### src/rtl/addr_latch_pkg.sv
package addr_latch_pkg;

    // Encoding is {clr_n, en_n}
    typedef enum logic [1:0] {
        MODE_DECODE = 2'b00,
        MODE_CLEAR  = 2'b01,
        MODE_WRITE  = 2'b10,
        MODE_HOLD   = 2'b11
    } latch_mode_e;

    typedef struct packed {
        latch_mode_e mode;
        logic        wr_bit;
    } latch_ctrl_t;

    function automatic latch_mode_e decode_mode(input logic clr_n, input logic en_n);
        return latch_mode_e'({clr_n, en_n});
    endfunction

    function automatic logic next_cell(input latch_mode_e mode, input logic hit,
                                       input logic wr_bit, input logic cur);
        logic nxt;
        case (mode)
            MODE_WRITE:  nxt = hit ? wr_bit : cur;
            MODE_HOLD:   nxt = cur;
            MODE_DECODE: nxt = hit & wr_bit;
            default:     nxt = 1'b0;
        endcase
        return nxt;
    endfunction

endpackage

### src/rtl/lat_mode_dec.sv
module lat_mode_dec
    import addr_latch_pkg::*;
(
    input  logic        clr_n,
    input  logic        en_n,
    input  logic        din,
    output latch_ctrl_t ctrl
);
    always_comb begin
        ctrl.mode   = decode_mode(clr_n, en_n);
        ctrl.wr_bit = din;
    end
endmodule

### src/rtl/lat_sel_monitor.sv
module lat_sel_monitor #(
    parameter int SEL_W = 3
) (
    input  logic             clk,
    input  logic             rst,
    input  logic             en_n,
    input  logic [SEL_W-1:0] sel,
    output logic             addr_err
);
    logic [SEL_W-1:0] sel_prev;
    logic             prev_valid;

    always_ff @(posedge clk) begin
        if (rst) begin
            sel_prev   <= '0;
            prev_valid <= 1'b0;
            addr_err   <= 1'b0;
        end else begin
            sel_prev   <= sel;
            prev_valid <= 1'b1;
            addr_err   <= prev_valid && !en_n && (sel != sel_prev);
        end
    end
endmodule

### src/rtl/lat_bit_bank.sv
module lat_bit_bank
    import addr_latch_pkg::*;
#(
    parameter int SEL_W  = 3,
    parameter int NUM_CH = 1 << SEL_W
) (
    input  logic              clk,
    input  logic              rst,
    input  latch_ctrl_t       ctrl,
    input  logic [SEL_W-1:0]  sel,
    output logic [NUM_CH-1:0] cells
);
    for (genvar ch = 0; ch < NUM_CH; ch++) begin : g_cell
        logic hit;
        assign hit = (sel == SEL_W'(ch));

        always_ff @(posedge clk) begin
            if (rst) cells[ch] <= 1'b0;
            else     cells[ch] <= next_cell(ctrl.mode, hit, ctrl.wr_bit, cells[ch]);
        end
    end
endmodule

### src/rtl/addr_latch_bank.sv
module addr_latch_bank
    import addr_latch_pkg::*;
#(
    parameter int SEL_W = 3
) (
    input  logic                    clk,
    input  logic                    rst,
    input  logic                    clr_n,
    input  logic                    en_n,
    input  logic [SEL_W-1:0]        sel,
    input  logic                    din,
    output logic [(1<<SEL_W)-1:0]   sink_on,
    output logic                    addr_err
);
    localparam int NUM_CH = 1 << SEL_W;

    latch_ctrl_t ctrl;

    lat_mode_dec u_dec (
        .clr_n (clr_n),
        .en_n  (en_n),
        .din   (din),
        .ctrl  (ctrl)
    );

    lat_bit_bank #(.SEL_W(SEL_W), .NUM_CH(NUM_CH)) u_bank (
        .clk   (clk),
        .rst   (rst),
        .ctrl  (ctrl),
        .sel   (sel),
        .cells (sink_on)
    );

    lat_sel_monitor #(.SEL_W(SEL_W)) u_mon (
        .clk      (clk),
        .rst      (rst),
        .en_n     (en_n),
        .sel      (sel),
        .addr_err (addr_err)
    );
endmodule

### config.mk
export PLATFORM = sky130hd
export DESIGN_NAME = addr_latch_bank
export DESIGN_NICKNAME = d
export VERILOG_FILES = /design/src/rtl/addr_latch_pkg.sv /design/src/rtl/lat_mode_dec.sv /design/src/rtl/lat_sel_monitor.sv /design/src/rtl/lat_bit_bank.sv /design/src/rtl/addr_latch_bank.sv
export SDC_FILE = /design/constraint.sdc
export NUM_CORES = 1
export LEC_CHECK = 0
export BUFFER_PORTS_ARGS = -buffer_cell sky130_fd_sc_hd__buf_2
export CAP_MARGIN = 40
export CORE_UTILIZATION = 43
export DETAILED_ROUTE_END_ITERATION = 12
export GPL_ROUTABILITY_DRIVEN = 0
export PLACE_DENSITY_LB_ADDON = 0.3
export SYNTH_ARGS = -nofsm -noshare
export SYNTH_HDL_FRONTEND = slang
export SYNTH_SLANG_ARGS = --single-unit
export TNS_END_PERCENT = 100
### constraint.sdc
create_clock -name clk -period 0.8 [get_ports clk]
set_input_delay 0.04 -clock clk [delete_from_list [all_inputs] [get_ports clk]]
set_output_delay 0.04 -clock clk [all_outputs]
set_load 0.05 [all_outputs]
==> flow_metrics.tcl, run 1 <==
set metrics [dict create \
    status "finished with violations" \
    violations "setup timing" \
    wl_um 1280 \
    grt_pass1_vias 455 \
    start_util_pct 49.4 \
    finalCritPeriodShare_pct 112 \
    vias_per_cell 5.37 \
    r2r-start "u_mon.sel_prev[1]" \
    grt_first_pass_wirelength_um 2030 \
    grt_overflow_total 0 \
    insertedDiodeCount 0 \
    fin_nets 93 \
    postLayoutCoreUtil_pct 74.9 \
    yosysSeqAreaShare_pct 44.4 \
    cts_made_buffers 3 \
    drive_gt1_share_pct 56.0 \
    synth_nets 69 \
    syn_area_um2 586 \
    leakage_nw 0.347 \
    max_cap_viol_count 0 \
    grt_antenna_before_repair 0 \
    synthArstFlopShare_pct 0 \
    powerDensity_nw_per_um2 1420 \
    fin_worst_skew_ns 0.0000967 \
    required_ns 0.98 \
    yosysTopAreaCellShare_pct 44.4 \
    ioPinCount 17 \
    ir_drop_mv 0.790 \
    clockBufferDepth 2 \
    synthDistinctLibCells 24 \
    crit_path_max_fanout 1 \
    synth_edf_count 0 \
    holdWs_ns 0.0588 \
    port_buffers 16 \
    hpwlAfterDp_um 826 \
    path_clk_slew_ns 0.08 \
    synth.area.top_cells "dfxtp_1 44%, a21oi_1 5.1%, nor4b_2 5.1%" \
    die-area_um2 1510 \
    final_hold_viol_count 0 \
    setup_tns_ns -0.123 \
    fin_cells 98 \
    coreArea_um2 1190 \
    area_growth_syn_to_layout_pct 51.7 \
    cts_tree "built" \
    first_pass_iters 4 \
    wl_per_cell_um 13.0 \
    cts-htree-levels 1 \
    finalWorstSetupSlack_ns -0.0993 \
    vias 526 \
    yosys.area.top_type "dfxtp_1" \
    avgSynthCellArea_um2 9.60 \
    postRouteAntennaNets 0 \
    rows 12 \
    fmax_mhz 1110 \
    die_width_um 38.9 \
    synthCells 61 \
    initialDrtViolationCount 12 \
    grt_max_degree 14 \
    crit_path_end_kind "flip-flop" \
    max_slew_margin_pct 83.6 \
    ys.flop_type "dfxtp_1" \
    ys_ff_latch 13 \
    post-place-cells 93 \
    ys_warn_count 0 \
    finalPower_mw 1.27 \
    fin_crit_ns 0.899 \
    tightest_slew_ns 0.243 \
    startpoint_type "flip-flop" \
    min-delay-start "rst" \
    drc_errors 0 \
    path_class "reg2reg" \
    worstPathArrival_ns 1.08 \
    die_h_um 38.9 \
    slew_violations 0 \
    cts_root_buffer "clkbuf_4" \
    track_usage_pct 20.2 \
    setup-violations-final 7 \
    startpoint "u_mon.sel_prev[1]" \
    cts_hold_buf 0 \
    clk_latency_ns 0.26 \
    cts_sinks 13 \
    rsz0062_at_grt "true" \
    hold_path_class "in2reg" \
]
[cell usage after synthesis, types with 2 or more instances]
cell type and number:
a21oi_1 6, and2_1 2, buf_6 2, clkbuf_1 2
dfxtp_1 13, inv_1 2, mux2i_1 2, nand2_1 3
nand3_1 2, nand4_1 3, nor2_1 4, nor2b_1 3
nor4b_2 2, o311ai_1 3, xor2_1 3
[worst max-delay path: stages (launching register included)]
cell and delay, ns:
dfxtp_2 0.34, xor2_2 0.16, nor3_2 0.07, nor4b_2 0.24
[sequential cells by signal, summed over array words and instances, names as in the netlist]
name              count
u_mon.prev_valid      1
u_mon.sel_prev        3
u_mon.addr_err        1
u_bank.cells          8
[layout make-up]
class	count	area, um2
multi-input combinational	41	317
fill	88	298
sequential	13	294
timing repair buffer	24	226
clock buffer	4	26.3
tap	14	17.5
inverter	2	7.51
[placed cells by master, fill, tap and decap left out]
cell type  instances
and2_1             1
clkbuf_1           1
o311ai_1           3
nand4_1            3
a21oi_1            6
mux2i_1            2
and2_4             1
a21o_1             1
nor2b_2            1
nor2b_1            3
nor2_1             4
nand4b_1           1
o211ai_1           1
nand3_1            2
dfxtp_4            8
nor3_2             1
inv_1              2
dfxtp_2            3
buf_4              8
clkbuf_4           3
nand2_1            3
buf_8              8
a31o_1             1
xor2_2             3
nand2b_1           1
buf_2              7
dfxtp_1            2
buf_6              1
nor4b_2            3
[layer usage]
metal | GRT usage [%] | routed length (um) | share of wire, %
met1 | 25.1 | 563 | 44
met3 | 5.78 | 72 | 5.6
met5 | 0 | 0 | 0
met2 | 32.5 | 630 | 49
met4 | 7.76 | 11 | 0.86
[metrics by stage]
stage	instance area [um2]	setup WS, ns
5_1_grt	888	-0.159
3_3_place_gp	728	-0.0608
2_1_floorplan	616	-0.0258
6_report	888	-0.0993
4_1_cts	850	-0.0727
3_5_place_dp	728	-0.0760
[timing repair]
item | CTS | global route
setup buffers | 1 | 0
gates cloned | 0 | 0
endpoints found under the setup margin | 10 | 12
gates resized for setup | 27 | 8
pin swaps | 0 | 2
[final timing paths]
check,end,slack (ns),cells after the start
min reg2reg,u_mon.addr_err,0.48,1
max reg2reg,u_mon.addr_err,-0.1,3
max,u_mon.addr_err,-0.1,3
min,u_mon.prev_valid,0.06,2
[where the power goes]
part           internal, mW  leakage (nW)  total, mW  switching [mW]
Clock                 0.193        0.0150      0.396           0.203
Combinational        0.0914         0.218      0.214           0.122
Sequential            0.644         0.113      0.656          0.0124
[kinds of logic after synthesis]
family / count (synthesis) / share of synthesized area (%)
muxes: 2 / 3.42
AOI/OAI and AO/OA: 12 / 13.7
and+or+nand+nor: 24 / 26.3
DFF: 13 / 44.4
xor gates and xnor gates: 3 / 4.49
buffers and inverters: 7 / 7.69
Note: power is estimated with default switching activity, not from simulation.
==> inputs of run 2 (changes only) <==
--- a/config.mk
+++ b/config.mk
@@ -11,6 +11,8 @@
 export DETAILED_ROUTE_END_ITERATION = 12
 export GPL_ROUTABILITY_DRIVEN = 0
 export PLACE_DENSITY_LB_ADDON = 0.3
+export SETUP_SLACK_MARGIN = 0.02
+export SLEW_MARGIN = 20
 export SYNTH_ARGS = -nofsm -noshare
 export SYNTH_HDL_FRONTEND = slang
 export SYNTH_SLANG_ARGS = --single-unit
==> flow_metrics.tcl, run 2 (synthesized netlist as in run 1, its figures left out) <==
set metrics [dict create \
    fin_worst_skew_ns 0.000259 \
    comb_power_share_pct 16.9 \
    top_register "u_bank.cells" \
    rsz0062_at_grt "true" \
    power.switching_mw 0.353 \
    cts_made_buffers 3 \
    finalCritPeriodShare_pct 110 \
    finalWorstSetupSlack_ns -0.0807 \
    area_growth_syn_to_layout_pct 55.3 \
    path_clk_slew_ns 0.08 \
    grt_pass1_vias 443 \
    initialDrtViolationCount 24 \
    p_int_mw 0.929 \
    start_util_pct 49.4 \
    seqCellArea_um2 294 \
    n_fill_cell 82 \
    met1_usage_pct 23.1 \
    clockBufferDepth 2 \
    grt_antenna_before_repair 0 \
    hpwlAfterDp_um 851 \
    slowest_stage "dfxtp_2" \
    first_pass_iters 4 \
    wl_per_cell_um 13.2 \
    status "finished with violations" \
    startpoint_type "flip-flop" \
    track_usage_pct 19.6 \
    mostFrequentLayoutCells "8 x buf_8, 8 x buf_4, 8 x dfxtp_4" \
    top_regs "u_bank.cells x8, u_mon.sel_prev x3" \
    gr-usage-met3_pct 6.36 \
    grt_max_degree 14 \
    tightest_slew_ns 0.241 \
    insertedDiodeCount 0 \
    grt_first_pass_wirelength_um 1970 \
    die-area_um2 1510 \
    coreArea_um2 1190 \
    die_h_um 38.9 \
    worstPathArrival_ns 1.07 \
    violations "setup timing" \
    powerDensity_nw_per_um2 1410 \
    leakage_nw 0.353 \
    cts_sinks 13 \
    setup-violations-final 9 \
    crit_path_max_fanout 1 \
    use_met2_pct 32.5 \
    wl_um 1310 \
    multi_input_area_um2 327 \
    rows 12 \
    vias_per_cell 5.28 \
    drc_errors 0 \
    ioPinCount 17 \
    postLayoutCoreUtil_pct 76.7 \
    swShare_pct 27.6 \
    grt_overflow_total 0 \
    drive_gt1_share_pct 56.5 \
    vias 523 \
    required_ns 0.99 \
    cts_hold_buf 0 \
    max_cap_viol_count 0 \
    port_buffers 16 \
    top_usage_layer "met2" \
    cts_root_buffer "clkbuf_4" \
    cts_tree "built" \
    holdWs_ns 0.0509 \
    fin_nets 94 \
    clk_latency_ns 0.27 \
    ir_drop_mv 0.782 \
    final_hold_viol_count 0 \
    postRouteAntennaNets 0 \
    crit_path_end_kind "flip-flop" \
    fmax_mhz 1140 \
    crit_chain "xor2_1 -> nor3_2 -> nor4b_2" \
    hold_path_class "in2reg" \
    cp_slowest_stage_delay_ns 0.33 \
    pwr-share-seq_pct 51.2 \
    cp_num_buf_inv 0 \
    fin_crit_ns 0.881 \
    max_slew_margin_pct 83.7 \
    p_clk_share_pct 31.9 \
    cts-htree-levels 1 \
    slew_violations 0 \
    cp_top_family "flip-flops" \
    path_class "reg2reg" \
    largest_reg_flops 8 \
    die_width_um 38.9 \
]
-- run 2: cell count changes in the layout (fill, tap and decap cells not counted), sizes merged --
cell,change
buf,+1
-- run 2: timing repair --
item,in CTS,in global routing
setup buffers,2,0
gates resized for setup,27,10
pin swaps,0,4
endpoints found under the setup margin,10,16
-- run 2: worst register-to-register path, cell delays in order (launching register included) --
cell and delay [ns]:
dfxtp_2 0.33, xor2_1 0.18, nor3_2 0.08, nor4b_2 0.21
-- run 2: through the flow --
| stage | std cells | instance area [um2] | power [mW] | setup WS, ns | TNS [ns] |
|---|---|---|---|---|---|
| after detailed placement | 93 | 728 | 0.845 | -0.0815 | -0.453 |
| after floorplan | 61 | 616 | 0.781 | -0.0258 | -0.0316 |
| after global placement | 93 | 728 | 0.841 | -0.0608 | -0.311 |
| after CTS | 99 | 857 | 1.26 | -0.106 | -0.181 |
| final | 99 | 910 | 1.28 | -0.0807 | -0.207 |
| after global routing | 99 | 910 | 1.34 | -0.124 | -0.490 |
-- run 2: power groups by stage --
stage          combinational [mW]  sequential (mW)  clock [mW]
2_1_floorplan              0.0888            0.693           0
3_3_place_gp                0.177            0.664           0
3_5_place_dp                0.180            0.664           0
4_1_cts                     0.197            0.652       0.408
5_1_grt                     0.234            0.658       0.450
6_report                    0.217            0.656       0.409
-- run 2: worst paths after layout --
| check | from | to | slack (ns) | cells past startpoint |
|---|---|---|---|---|
| setup / recovery | u_mon.sel_prev[2] | u_mon.addr_err | -0.08 | 3 |
| hold / removal | rst | u_mon.prev_valid | 0.05 | 2 |
| setup reg to reg | u_mon.sel_prev[2] | u_mon.addr_err | -0.08 | 3 |
| hold reg to reg | u_mon.prev_valid | u_mon.addr_err | 0.50 | 1 |
-- run 2: cell type report --
cell class	instances	area share, %
repair buffers	25	26.1
inverters	2	0.825
flip-flops and latches	13	32.3
multi-input cells	41	35.9
clock buffers	4	2.89
well taps	14	1.93
-- run 2: per-layer routing --
metal / vias to the layer above / wire, um
li1: 261 / -
met1: 246 / 573
met2: 14 / 663
met3: 2 / 58
met4: 0 / 12
met5: - / 0
==> inputs of run 3 (changes only) <==
--- a/config.mk
+++ b/config.mk
@@ -11,6 +11,7 @@
 export DETAILED_ROUTE_END_ITERATION = 12
 export GPL_ROUTABILITY_DRIVEN = 0
 export PLACE_DENSITY_LB_ADDON = 0.3
+export REMOVE_ABC_BUFFERS = 1
 export SETUP_SLACK_MARGIN = 0.02
 export SLEW_MARGIN = 20
 export SYNTH_ARGS = -nofsm -noshare
==> flow_metrics.tcl, run 3 (synthesized netlist as in run 1, its figures left out) <==
set metrics [dict create \
    die_width_um 38.9 \
    insertedDiodeCount 0 \
    hpwlAfterDp_um 804 \
    rows 12 \
    wl_per_cell_um 13.3 \
    wl_um 1280 \
    vias_per_cell 5.38 \
    fin_worst_skew_ns 0.00407 \
    r2r-end "u_mon.addr_err" \
    finalCritPeriodShare_pct 116 \
    power.switching_mw 0.347 \
    violations "setup timing" \
    timing.reg2reg.setup_slack_ns -0.13 \
    p_clk_share_pct 31.7 \
    grt_antenna_before_repair 0 \
    vias 516 \
    ioPinCount 17 \
    postLayoutCoreUtil_pct 72.0 \
    n_fill_cell 90 \
    crit_path_end_kind "flip-flop" \
    die-area_um2 1510 \
    stdcell_area_um2 855 \
    largest_reg_flops 8 \
    pwr-share-seq_pct 52.5 \
    cts_root_buffer "clkbuf_4" \
    max_slew_margin_pct 82.0 \
    ir_drop_mv 0.971 \
    startpoint_type "flip-flop" \
    min_path_cells 2 \
    die_h_um 38.9 \
    mostFrequentLayoutCell "dfxtp_2" \
    holdWs_ns 0.0419 \
    track_usage_pct 20.1 \
    cts_hold_buf 0 \
    place_area_um2 688 \
    coreArea_um2 1190 \
    setup-violations-final 7 \
    grt_first_pass_wirelength_um 2040 \
    start_util_pct 49.4 \
    rsz0062_at_grt "true" \
    grt_max_degree 14 \
    cts_made_buffers 3 \
    grt_overflow_total 0 \
    r2r-start "u_mon.sel_prev[0]" \
    crit_path_end "u_mon.addr_err" \
    fmax_mhz 1080 \
    first_pass_iters 4 \
    top_regs "u_bank.cells x8, u_mon.sel_prev x3" \
    powerDensity_nw_per_um2 1510 \
    path_clk_slew_ns 0.08 \
    finalWorstSetupSlack_ns -0.129 \
    path_class "reg2reg" \
    slew_violations 0 \
    postRouteAntennaNets 0 \
    swShare_pct 26.9 \
    crit_path_max_fanout 1 \
    mostFrequentLayoutCells "10 x dfxtp_2, 7 x buf_2, 7 x buf_8" \
    area_growth_syn_to_layout_pct 45.9 \
    status "finished with violations" \
    top_register "u_bank.cells" \
    required_ns 0.97 \
    clockBufferDepth 2 \
    grt_pass1_vias 482 \
    startpoint "u_mon.sel_prev[0]" \
    port_buffers 16 \
    initialDrtViolationCount 8 \
    cts-htree-levels 1 \
    fin_nets 91 \
    cts_tree "built" \
    p_int_mw 0.943 \
    r2r_cells 3 \
    fin_crit_ns 0.929 \
    drc_errors 0 \
    leakage_nw 0.337 \
    comb_power_share_pct 15.8 \
    drive_gt1_share_pct 50.0 \
    hold_path_class "in2reg" \
    tightest_slew_ns 0.270 \
    cts_sinks 13 \
    clk_latency_ns 0.27 \
    max_cap_viol_count 0 \
    final_hold_viol_count 0 \
    worstPathArrival_ns 1.10 \
]
==> run 3: metal layers <==
metal  global-route usage (%)  share of wire (%)
met1                     26.4                 48
met2                     31.3                 49
met3                     3.47                1.7
met4                     10.3               0.78
met5                        0                  0
==> run 3: worst min path at each step <==
| stage | end | slack (ns) | from |
|---|---|---|---|
| final | u_mon.prev_valid | 0.04 | rst |
| after CTS | u_mon.prev_valid | 0.04 | rst |
| after floorplan | u_mon.prev_valid | 0.1 | rst |
| after global placement | u_mon.prev_valid | 0.32 | rst |
| after detailed placement | u_mon.prev_valid | 0.33 | rst |
| after global routing | u_mon.prev_valid | 0.05 | rst |
==> run 3: final cells by class <==
class | count | area [um2] | area share, %
Inverter | 2 | 7.51 | 0.878
Tap cell | 14 | 17.5 | 2.05
Multi-Input combinational cell | 41 | 303 | 35.4
Clock buffer | 4 | 26.3 | 3.07
Sequential cell | 13 | 273 | 31.9
Timing Repair Buffer | 22 | 228 | 26.6
==> run 3: worst max-delay path, cell delays in order (launching register included) <==
cell,delay [ns]
dfxtp_1,0.33
xor2_1,0.18
nor3_1,0.08
nor4b_1,0.24
==> run 3: metrics by stage <==
step           TNS, ns  setup WS (ns)  std cells  power (mW)
6_report        -0.216         -0.129         96        1.29
5_1_grt         -0.538         -0.169         96        1.35
4_1_cts         -0.187         -0.115         96        1.29
3_5_place_dp    -0.424        -0.0856         90       0.865
3_3_place_gp    -0.311        -0.0767         90       0.863
2_1_floorplan    -1.62         -0.265         56       0.766
==> run 3: power groups by stage <==
stage / sequential [mW] / combinational (mW) / clock [mW]
2_1_floorplan: 0.715 / 0.0507 / 0
3_3_place_gp: 0.687 / 0.176 / 0
3_5_place_dp: 0.687 / 0.178 / 0
4_1_cts: 0.675 / 0.193 / 0.420
5_1_grt: 0.679 / 0.220 / 0.450
6_report: 0.677 / 0.204 / 0.410
==> run 3: what timing repair did <==
item                       in CTS  in global routing
gates cloned                    0                  0
pin swaps                       0                  3
buffers inserted                2                  0
resized for setup              31                 10
setup endpoints to repair      10                 15
